### src/rtl/jdc_pkg.sv
// Package: shared constants and types for the Johnson decade divider.
// Assumes: STAGES is at least 2; outputs number twice the stage count.
package jdc_pkg;
    parameter int JDC_STAGES = 5;

    // Synchronized control bundle
    typedef struct packed {
        logic cnt_clk;
        logic inhibit;
        logic clear;
    } jdc_ctl_t;

    localparam jdc_ctl_t JDC_CTL_RESET = '{cnt_clk: 1'b0, inhibit: 1'b1, clear: 1'b0};
endpackage

### src/rtl/jdc_sync.sv
// Module: two-flop synchronizer for the control bundle.
// Assumes: inputs are slow levels; each bit is synchronized on its own.
module jdc_sync
    import jdc_pkg::*;
(
    input  logic     clk,
    input  logic     rst_n,
    input  jdc_ctl_t async_i,
    output jdc_ctl_t sync_o
);
    jdc_ctl_t meta_q;
    jdc_ctl_t sync_q;

    // Two register stages, reset to an idle (non-counting) bundle
    always_ff @(posedge clk) begin
        if (!rst_n) begin
            meta_q <= JDC_CTL_RESET;
            sync_q <= JDC_CTL_RESET;
        end else begin
            meta_q <= async_i;
            sync_q <= meta_q;
        end
    end

    assign sync_o = sync_q;
endmodule

### src/rtl/jdc_step_detect.sv
// Module: produces a one-cycle step pulse on a rising edge of
// (count clock AND NOT inhibit). The history flop follows the level
// even during clear, so releasing clear never creates a step.
// Assumes: inputs are already synchronized to clk.
module jdc_step_detect (
    input  logic clk,
    input  logic rst_n,
    input  logic cnt_clk_s_i,
    input  logic inhibit_s_i,
    input  logic clear_s_i,
    output logic step_o
);
    logic level;
    logic prev_q;

    assign level = cnt_clk_s_i & ~inhibit_s_i;

    // History of the combined level; reset high so a held level is not counted
    always_ff @(posedge clk) begin
        if (!rst_n) prev_q <= 1'b1;
        else        prev_q <= level;
    end

    assign step_o = level & ~prev_q & ~clear_s_i;


    single_step_chk: assert property (@(posedge clk) disable iff (!rst_n)
        step_o |=> !step_o);


    inhibit_block_chk: assert property (@(posedge clk) disable iff (!rst_n)
        inhibit_s_i |-> !step_o);
endmodule

### src/rtl/jdc_ring.sv
// Module: twisted-ring state register. On a step it shifts left and
// loads the inverted top bit at the bottom. A code with more than one
// boundary between adjacent bits is illegal and is replaced by zero.
// Assumes: step_i is a single-cycle pulse; clr_i is synchronized.
module jdc_ring #(
    parameter int STAGES = 5
) (
    input  logic              clk,
    input  logic              rst_n,
    input  logic              step_i,
    input  logic              clr_i,
    output logic [STAGES-1:0] state_o
);
    localparam int EDGES = STAGES - 1;

    logic [STAGES-1:0] state_q;
    logic [STAGES-1:0] state_d;
    logic [EDGES-1:0]  boundary;
    logic              legal;

    // Adjacent-bit boundaries; a legal code has at most one
    assign boundary = state_q[STAGES-1:1] ^ state_q[STAGES-2:0];
    assign legal    = ($countones(boundary) <= 1);

    // Next-state selection: clear, corrected shift, or hold
    always_comb begin
        state_d = state_q;
        if (clr_i) begin
            state_d = '0;
        end else if (step_i) begin
            if (legal) state_d = {state_q[STAGES-2:0], ~state_q[STAGES-1]};
            else       state_d = '0;
        end
    end

    // State register
    always_ff @(posedge clk) begin
        if (!rst_n) state_q <= '0;
        else        state_q <= state_d;
    end

    assign state_o = state_q;


    legal_after_step_chk: assert property (@(posedge clk) disable iff (!rst_n)
        (step_i && !clr_i) |=> ($countones(state_q[STAGES-1:1] ^ state_q[STAGES-2:0]) <= 1));


    clear_zero_chk: assert property (@(posedge clk) disable iff (!rst_n)
        clr_i |=> (state_q == '0));


    first_step_chk: assert property (@(posedge clk) disable iff (!rst_n)
        (step_i && !clr_i && state_q == '0) |=> (state_q == STAGES'(1)));
endmodule

### src/rtl/jdc_decode.sv
// Module: decodes the twisted-ring state into one-hot count lines and
// the carry. Each line looks at two adjacent bits only. The raw clear
// forces the count-0 pattern without waiting for synchronization.
// Assumes: OUTS equals twice STAGES.
module jdc_decode #(
    parameter int STAGES = 5,
    parameter int OUTS   = 2 * STAGES
) (
    input  logic              clk,
    input  logic              rst_n,
    input  logic [STAGES-1:0] state_i,
    input  logic              clear_i,
    output logic [OUTS-1:0]   dec_o,
    output logic              carry_o
);
    logic [OUTS-1:0] raw;

    // Two-bit window per count: fill phase then drain phase
    for (genvar k = 0; k < OUTS; k++) begin : g_win
        if (k == 0) begin : g_zero
            assign raw[k] = ~state_i[STAGES-1] & ~state_i[0];
        end else if (k < STAGES) begin : g_fill
            assign raw[k] = state_i[k-1] & ~state_i[k];
        end else if (k == STAGES) begin : g_full
            assign raw[k] = state_i[STAGES-1] & state_i[0];
        end else begin : g_drain
            assign raw[k] = ~state_i[k-STAGES-1] & state_i[k-STAGES];
        end
    end

    // Output forcing under clear
    always_comb begin
        if (clear_i) begin
            dec_o   = OUTS'(1);
            carry_o = 1'b1;
        end else begin
            dec_o   = raw;
            carry_o = ~state_i[STAGES-1];
        end
    end


    onehot_chk: assert property (@(posedge clk) disable iff (!rst_n)
        ($countones(state_i[STAGES-1:1] ^ state_i[STAGES-2:0]) <= 1) |-> ($countones(dec_o) == 1));


    carry_chk: assert property (@(posedge clk) disable iff (!rst_n)
        (!clear_i && $countones(dec_o) == 1) |-> (carry_o == (dec_o[STAGES-1:0] != '0)));
endmodule

### src/rtl/johnson_decade_div.sv
// Module: top of the Johnson decade divider. Synchronizes the control
// levels, detects count steps, runs the twisted ring and decodes it.
// Assumes: one system clock; rst_n is synchronous and active low.
module johnson_decade_div
    import jdc_pkg::*;
#(
    parameter int STAGES = JDC_STAGES,
    parameter int OUTS   = 2 * STAGES
) (
    input  logic            clk,
    input  logic            rst_n,
    input  logic            cnt_clk_i,
    input  logic            cnt_inhibit_i,
    input  logic            clear_i,
    output logic [OUTS-1:0] dec_o,
    output logic            carry_o
);
    jdc_ctl_t          ctl_async;
    jdc_ctl_t          ctl_sync;
    logic              step;
    logic [STAGES-1:0] state;

    assign ctl_async = '{cnt_clk: cnt_clk_i, inhibit: cnt_inhibit_i, clear: clear_i};

    jdc_sync u_sync (
        .clk     (clk),
        .rst_n   (rst_n),
        .async_i (ctl_async),
        .sync_o  (ctl_sync)
    );

    jdc_step_detect u_step (
        .clk         (clk),
        .rst_n       (rst_n),
        .cnt_clk_s_i (ctl_sync.cnt_clk),
        .inhibit_s_i (ctl_sync.inhibit),
        .clear_s_i   (ctl_sync.clear),
        .step_o      (step)
    );

    jdc_ring #(.STAGES(STAGES)) u_ring (
        .clk     (clk),
        .rst_n   (rst_n),
        .step_i  (step),
        .clr_i   (ctl_sync.clear),
        .state_o (state)
    );

    jdc_decode #(.STAGES(STAGES), .OUTS(OUTS)) u_dec (
        .clk     (clk),
        .rst_n   (rst_n),
        .state_i (state),
        .clear_i (clear_i),
        .dec_o   (dec_o),
        .carry_o (carry_o)
    );


    clear_force_chk: assert property (@(posedge clk) disable iff (!rst_n)
        clear_i |-> (dec_o == OUTS'(1) && carry_o));


    reset_exit_chk: assert property (@(posedge clk)
        !rst_n |=> (dec_o == OUTS'(1) || clear_i || ctl_sync.clear || !rst_n));
endmodule

### config.mk
export PLATFORM = sky130hd
export DESIGN_NAME = johnson_decade_div
export DESIGN_NICKNAME = d
export VERILOG_FILES = /design/src/rtl/jdc_pkg.sv /design/src/rtl/jdc_sync.sv /design/src/rtl/jdc_step_detect.sv /design/src/rtl/jdc_ring.sv /design/src/rtl/jdc_decode.sv /design/src/rtl/johnson_decade_div.sv
export SDC_FILE = /design/constraint.sdc
export NUM_CORES = 1
export LEC_CHECK = 0
export ABC_AREA = 0
export ABC_CLOCK_PERIOD_IN_PS = 2650
export BUFFER_PORTS_ARGS = -buffer_cell sky130_fd_sc_hd__clkbuf_2
export CAP_MARGIN = 5
export CORE_MARGIN = 2
export CORE_UTILIZATION = 50
export DETAILED_ROUTE_END_ITERATION = 16
export PLACE_DENSITY_LB_ADDON = 0.2
export SLEW_MARGIN = 20
export SYNTH_ARGS = -nofsm -noshare
export SYNTH_HDL_FRONTEND = slang
export SYNTH_SLANG_ARGS = --single-unit
### constraint.sdc
create_clock -name clk -period 2.65 [get_ports clk]
set_input_delay 0.265 -clock clk [delete_from_list [all_inputs] [get_ports clk]]
set_output_delay 0.265 -clock clk [all_outputs]
set_load 0.02 [all_outputs]
==> results of run 1 <==
## power by group through the flow
stage	sequential, mW	combinational (mW)	clock [mW]
after floorplan	0.192	0.00838	0
after global placement	0.193	0.0133	0
after detailed placement	0.193	0.0135	0
after CTS	0.189	0.0136	0.147
after global routing	0.189	0.0152	0.157
final	0.189	0.0134	0.142
## state kept, by name, summed over array words and instances (netlist names)
name and cells:
u_ring.state_o 5, u_step.prev_q 1, u_sync.meta_q 3, u_sync.sync_o 3
## cell families after synthesis
group,after synthesis
AND/OR/NAND/NOR,29
adder cells (fa/ha/maj),12
buffers and inverters,14
AO/OA/AOI/OAI,7
flip-flops,12
## area by class of cell
cell class | count | share of cell area
multi-input cells | 48 | 0.481
well taps | 15 | 0.0232
flip-flops and latches | 12 | 0.297
clock buffers | 4 | 0.0449
repair buffers | 15 | 0.0929
inverters | 13 | 0.0604
## worst max-delay path, delay by kind of cell, from the launching register on
family          cells  cell delay, ns
flops               1            0.42
fa+ha+maj           4            1.26
buf+inv             3            0.17
compound gates      1            0.15
simple gates        1            0.12
## routing by layer
| metal | GRT usage | up-vias |
|---|---|---|
| li1 | - | 273 |
| met1 | 0.217 | 215 |
| met2 | 0.242 | 22 |
| met3 | 0.0978 | 2 |
| met4 | 0.0500 | 0 |
| met5 | 0 | - |
## per-stage QoR
step           hold slack [ns]  instance area (µm²)  std cells   util  setup WS [ns]
2_1_floorplan            0.338                  682         74      -          0.657
3_3_place_gp             0.394                  772        103  0.601          0.477
3_5_place_dp             0.398                  772        103  0.601          0.488
4_1_cts                  0.171                  808        107  0.629          0.463
5_1_grt                  0.164                  808        107  0.629          0.308
6_report                 0.178                  808        107  0.629          0.466
## cell usage in the layout, fill, tap and decap left out, drive strengths merged, types with 4 or more instances in the layout
master,synthesis,routed
nor2b,8,8
and2,4,4
clkbuf,1,19
nand2,5,5
dfxtp,12,12
nand4,5,5
a21oi,5,5
nand2b,4,4
inv,13,13
ha,11,11
## worst min-delay path by stage
stage,startpoint,to,cells past startpoint
floorplan,rst_n,u_sync.meta_q[1],1
global placement,u_sync.meta_q[1],u_sync.sync_o[1],1
detailed placement,u_sync.meta_q[1],u_sync.sync_o[1],1
CTS,cnt_inhibit_i,u_sync.meta_q[1],2
global route,cnt_inhibit_i,u_sync.meta_q[1],2
finish,cnt_inhibit_i,u_sync.meta_q[1],2
==> results.ini, run 1 <==
[power_and_ir_drop]
power.density_mw_per_mm2 = 426
p_clk_frac = 0.414
internal-power_mw = 0.275
peakVddDrop_mv = 0.485
p_leak_nw = 0.377
p_total_mw = 0.344
power_frac_seq = 0.548
p_switching_mw = 0.0689
comb_power_share = 0.039
p_sw_frac = 0.200

[sta]
worst_slew_pin_slew_ns = 0.335
post-route-period-util = 0.824
fin_crit_ns = 2.18
fmax_mhz = 458
setup_viol = 0
tns_ns = 0
relSlewSlack = 0.776
final_hold_viol_count = 0
rsz0062_at_grt = false
drv_slew = 0
skew_ns = 0.00704

[synthesis]
ys_seq_area_frac = 0.352
synth_area_leaders = dfxtp_1 35%, ha_1 20%, nor2b_1 7.3%
synth_common_cells = 13 x inv_1, 12 x dfxtp_1, 11 x ha_1, 8 x nor2b_1
yosysWarnings = 0
synth_adder_area_share = 0.231
synthesis.area_um2 = 682
async_flop_share = 0
yosysUniqueCellTypes = 17
syn_inst = 74
ys_ff_latch = 12
synth_xor_area_frac = 0
synth_top_family_by_area = simple AND/OR/NAND/NOR gates
synth_fp_nets = 91
synth_edf_count = 0
synthSimpleGateAreaFrac = 0.284
synthMuxAreaShare = 0
netlist.top_cell.by_area = dfxtp_1
synth-compound-area-share = 0.0550
yosys.cell_count.top_type = inv_1
synth_flop_cell = dfxtp_1
avgSynthCellArea_um2 = 9.21
synth_top_area_frac = 0.352

[floorplanning]
ios = 16
die_width_um = 40.9
dieArea_mm2 = 0.00168
start_util = 0.531
rows = 13
chipHeight_um = 40.9
core_area_mm2 = 0.00128

[drt]
m1WireLength_um = 542
drt-pass1-iter-count = 4
drtIter0Drc = 9
top_layer = met4
routedWlPerCell_um = 10.5
route.detailed.drc = 0
met2WireLength_um = 481
met3_length_um = 92
via_per_inst = 4.79
ant_nets = 0
wl_um = 1120
vias = 512

[worst_setup_path]
arrival_ns = 2.39
worstSetupPathType = reg2reg
worst_r2r_endpoint = u_ring.state_o[2]
crit_chain = inv_1, ha_1, inv_1, ha_1, ha_1, inv_1, fa_1, nand4_1, a21oi_1
cp-start-kind = flop
reg2regPathDepth = 9
slowest_stage = fa_1
critical_path.startpoint = u_ring.state_o[2]
crit_required_ns = 2.85
reg2reg_slack_ns = 0.47
timing.critical_path.to = u_ring.state_o[2]
worst-path-max-fanout = 5
slowest_delay_ns = 0.56
reg2reg_from = u_ring.state_o[2]
end_kind = flop

[cts]
cts-htree-levels = 1
cts-root-buf = clkbuf_4
cts.repair.resized = 0
cts_tree = done
clk_latency_ns = 0.27
max-clock-path-buffers = 2
clk_pin_slew_worst_paths_ns = 0.07
numCtsBuffers = 3
holdBufCountCts = 0
cts.sinks = 12
cts_setup_buffers = 0

[placed_design]
dpl.hpwl_um = 864
gp_congestion = 0.810
port_buffers = 15

[grt]
grt_pass1_wl_um = 1750
grt_start_max_net_pins = 12
grt_pass1_vias = 415
grt_overflow = 0
antenna_found_initial = 0
grt_use_total = 0.171

[worst_hold_path]
hp-class = in2reg

[job]
maxCapViolCount = 0

[finish]
multiInputGateArea_um2 = 389
fillers = 118
regArea_um2 = 240
drive_above_1_share = 0.239
area_growth_pct = 18.5
nNetsFinal = 110
diodes = 0

[outcome]
outcome = complete, no violations

No activity file was read; power rests on OpenSTA's default activity.
==> run 2: changes to the inputs <==
- ABC_AREA: 0 -> 1
- ABC_CLOCK_PERIOD_IN_PS: 2650 -> 2000
- CORE_UTILIZATION: 50 -> 46
- clock period: 2.65 -> 2 ns (I/O delays scaled with it)
==> run 2 against run 1 <==
Against the previous run:
- the flow now finishes with violations (negative setup slack)
- global-route usage grew 1.9 points
- non-clock buffer count grew 9
- sequential share of layout area shrank 5.0 points
- setup slack lost 0.54 ns
- die area grew 16%
- via count grew 26%
- largest cell class unchanged
- largest power group unchanged
- highest routed layer unchanged
==> results.ini, run 2 <==
[outcome]
outcome = finished with violations
violations = negative setup slack

[worst_setup_path]
end_kind = flop
crit_required_ns = 2.19  ; -0.66 ns
worst-path-max-fanout = 3  ; -2
cp-start-kind = flop
path_common_cell = ha_4
arrival_ns = 2.27  ; -0.12 ns
slowest_stage = fa_2
slowest_delay_ns = 0.55  ; about the same
crit_chain = inv_4, ha_4, inv_2, ha_4, ha_4, inv_2, fa_2, nand3_1, nand3_1, nand2_1, nor2_1
worstSetupPathType = reg2reg

[grt]
grt_pass1_vias = 656  ; +58%
grt_pass1_wl_um = 2660  ; +52%
antenna_found_initial = 0  ; unchanged
grt_start_max_net_pins = 11  ; -1
grt_use_total = 0.189  ; +0.0186
grt_overflow = 0  ; unchanged

[synthesis]
yosys.cell_count.top_type = inv_1
async_flop_share = 0  ; unchanged
synth_fp_nets = 117  ; +29%
ys_ff_latch = 12  ; unchanged
netlist.top_cell.by_area = dfxtp_1
ys_seq_area_frac = 0.325  ; -0.0269
avgSynthCellArea_um2 = 7.38  ; -20%
synth_flop_cell = dfxtp_1
synth_area_leaders = dfxtp_1 33%, ha_1 19%, inv_1 12%
synthesis.area_um2 = 738  ; +8.3%
yosysWarnings = 0  ; unchanged
synth_edf_count = 0  ; unchanged
syn_inst = 100  ; +35%
yosysUniqueCellTypes = 15  ; -2
synth_top_area_frac = 0.325  ; -0.0269
synth_common_cells = 24 x inv_1, 20 x nor2_1, 14 x nand2_1, 12 x dfxtp_1, 11 x ha_1

[floorplanning]
ios = 16  ; unchanged
dieArea_mm2 = 0.00194  ; +16%
die_width_um = 44.1  ; +7.6%
start_util = 0.490  ; -0.0406
core_area_mm2 = 0.00151  ; +17%
rows = 14  ; +1
chipHeight_um = 44.1  ; +7.6%

[cts]
numCtsBuffers = 3  ; unchanged
cts-htree-levels = 1  ; unchanged
holdBufCountCts = 0  ; unchanged
cts.sinks = 12  ; unchanged
cts-root-buf = clkbuf_4
cts_tree = done
max-clock-path-buffers = 2  ; unchanged
clk_latency_ns = 0.26  ; about the same
clk_pin_slew_worst_paths_ns = 0.06  ; about the same

[power_and_ir_drop]
p_total_mw = 0.422  ; +23%
p_leak_nw = 0.531  ; +41%
p_switching_mw = 0.0967  ; +40%
comb_power_share = 0.082  ; +0.043
internal-power_mw = 0.325  ; +18%
power_frac_seq = 0.586  ; +0.038
p_sw_frac = 0.229  ; +0.0289
peakVddDrop_mv = 0.451  ; -7.0%
power.density_mw_per_mm2 = 413  ; -3.0%
p_clk_frac = 0.331  ; -0.083

[finish]
nNetsFinal = 145  ; +32%
fin_area_mm2 = 0.00102  ; +26%
final_util = 0.678  ; +0.0487
area_growth_pct = 38.3
diodes = 0  ; unchanged
largest_reg_flops = 5  ; unchanged
final_cell_mix = 19 x nor2_1, 16 x inv_1, 15 x clkbuf_2
drive_above_1_share = 0.437  ; +0.197
final_common_cell = nor2_1

[sta]
skew_ns = 0.00367  ; -0.00337 ns
rsz0062_at_grt = true
setup_ws_ns = -0.0723  ; -0.538 ns
drv_slew = 0  ; unchanged
worst_slew_pin_slew_ns = 0.220  ; -0.115 ns
relSlewSlack = 0.853  ; +0.0776
setup_viol = 5  ; +5
tns_ns = -0.203  ; -0.203 ns
fin_crit_ns = 2.07  ; -0.112 ns
hold_slack_ns = 0.115  ; -0.0630 ns
fmax_mhz = 483  ; +5.4%
post-route-period-util = 1.04  ; +0.212
final_hold_viol_count = 0  ; unchanged

[worst_hold_path]
hp-class = in2reg

[drt]
route.detailed.drc = 0  ; unchanged
drt-pass1-iter-count = 4  ; unchanged
via_per_inst = 4.55  ; -4.9%
wl_um = 1530  ; +36%
ant_nets = 0  ; unchanged
drtIter0Drc = 15  ; +6
routedWlPerCell_um = 10.8  ; +2.8%
vias = 646  ; +26%

[placed_design]
gp_congestion = 0.773  ; -4.5%
placed_cell_area_um2 = 896  ; +16%
port_buffers = 15  ; unchanged
dpl.hpwl_um = 1120  ; +30%

[job]
maxCapViolCount = 0  ; unchanged

[run 2: cell types whose count changed after synthesis, sizes merged, moves of 2 or more]
| cell | change |
|---|---|
| nor2 | +22 |
| and2 | -4 |
| inv | +14 |
| nand4 | -5 |
| nand3 | +4 |
| a21oi | -3 |
| nand2b | -4 |
| nand2 | +10 |
| nor2b | -8 |
| or2 | +2 |
[run 2: what timing repair did]
item | CTS | global route
setup endpoints to repair | 5 | 5
hold endpoints to repair | 0 | 0
pin swaps | 11 | 2
gates resized for setup | 16 | 3
setup buffers | 1 | 0
[run 2: cell families (layout without fill, tap and decap cells)]
group,Yosys count,after routing,share of synthesized area
fa+ha+maj,12,12,0.214
buf+inv,28,54,0.144
flops,12,12,0.325
simple gates,44,44,0.290
compound gates,4,4,0.0271
[run 2: final timing paths]
check | from | to | slack [ns] | cells after the start
max | u_ring.state_o[2] | u_ring.state_o[3] | -0.07 | 11
max reg2reg | u_ring.state_o[2] | u_ring.state_o[3] | -0.07 | 11
min reg2reg | u_sync.meta_q[1] | u_sync.sync_o[1] | 0.41 | 1
min | cnt_inhibit_i | u_sync.meta_q[1] | 0.11 | 2
[run 2: worst max-delay path, delay by kind of cell, from the launching register on]
family / cells / cell delay, ns
flops: 1 / 0.39
buf+inv: 3 / 0.11
fa+ha+maj: 4 / 1.18
simple gates: 4 / 0.32
[run 2: area by class of cell]
class | instances | area (µm²)
Fill cell | 128 | 485
Multi-Input combinational cell | 60 | 474
Sequential cell | 12 | 253
Timing Repair Buffer | 24 | 143
Inverter | 27 | 109
Clock buffer | 3 | 22.5
Tap cell | 16 | 20.0
[run 2: per-stage QoR]
step | setup slack, ns | cells
after floorplan | 0.00236 | 100
after global placement | -0.0868 | 138
after detailed placement | -0.157 | 138
after CTS | -0.0659 | 142
after global routing | -0.171 | 142
final | -0.0723 | 142
[run 2: per-layer routing]
layer	routed length, µm	track usage	share of wire
met2	782	0.332	0.51
met3	64	0.0653	0.042
met5	0	0	0
met4	15	0.0667	0.0098
met1	664	0.212	0.43
[run 2: power groups by stage]
stage               clock, mW  sequential (mW)  combinational, mW
floorplan                   0            0.256             0.0216
global placement            0            0.256             0.0309
detailed placement          0            0.257             0.0318
CTS                     0.147            0.247             0.0346
global route            0.159            0.248             0.0392
finish                  0.140            0.247             0.0347
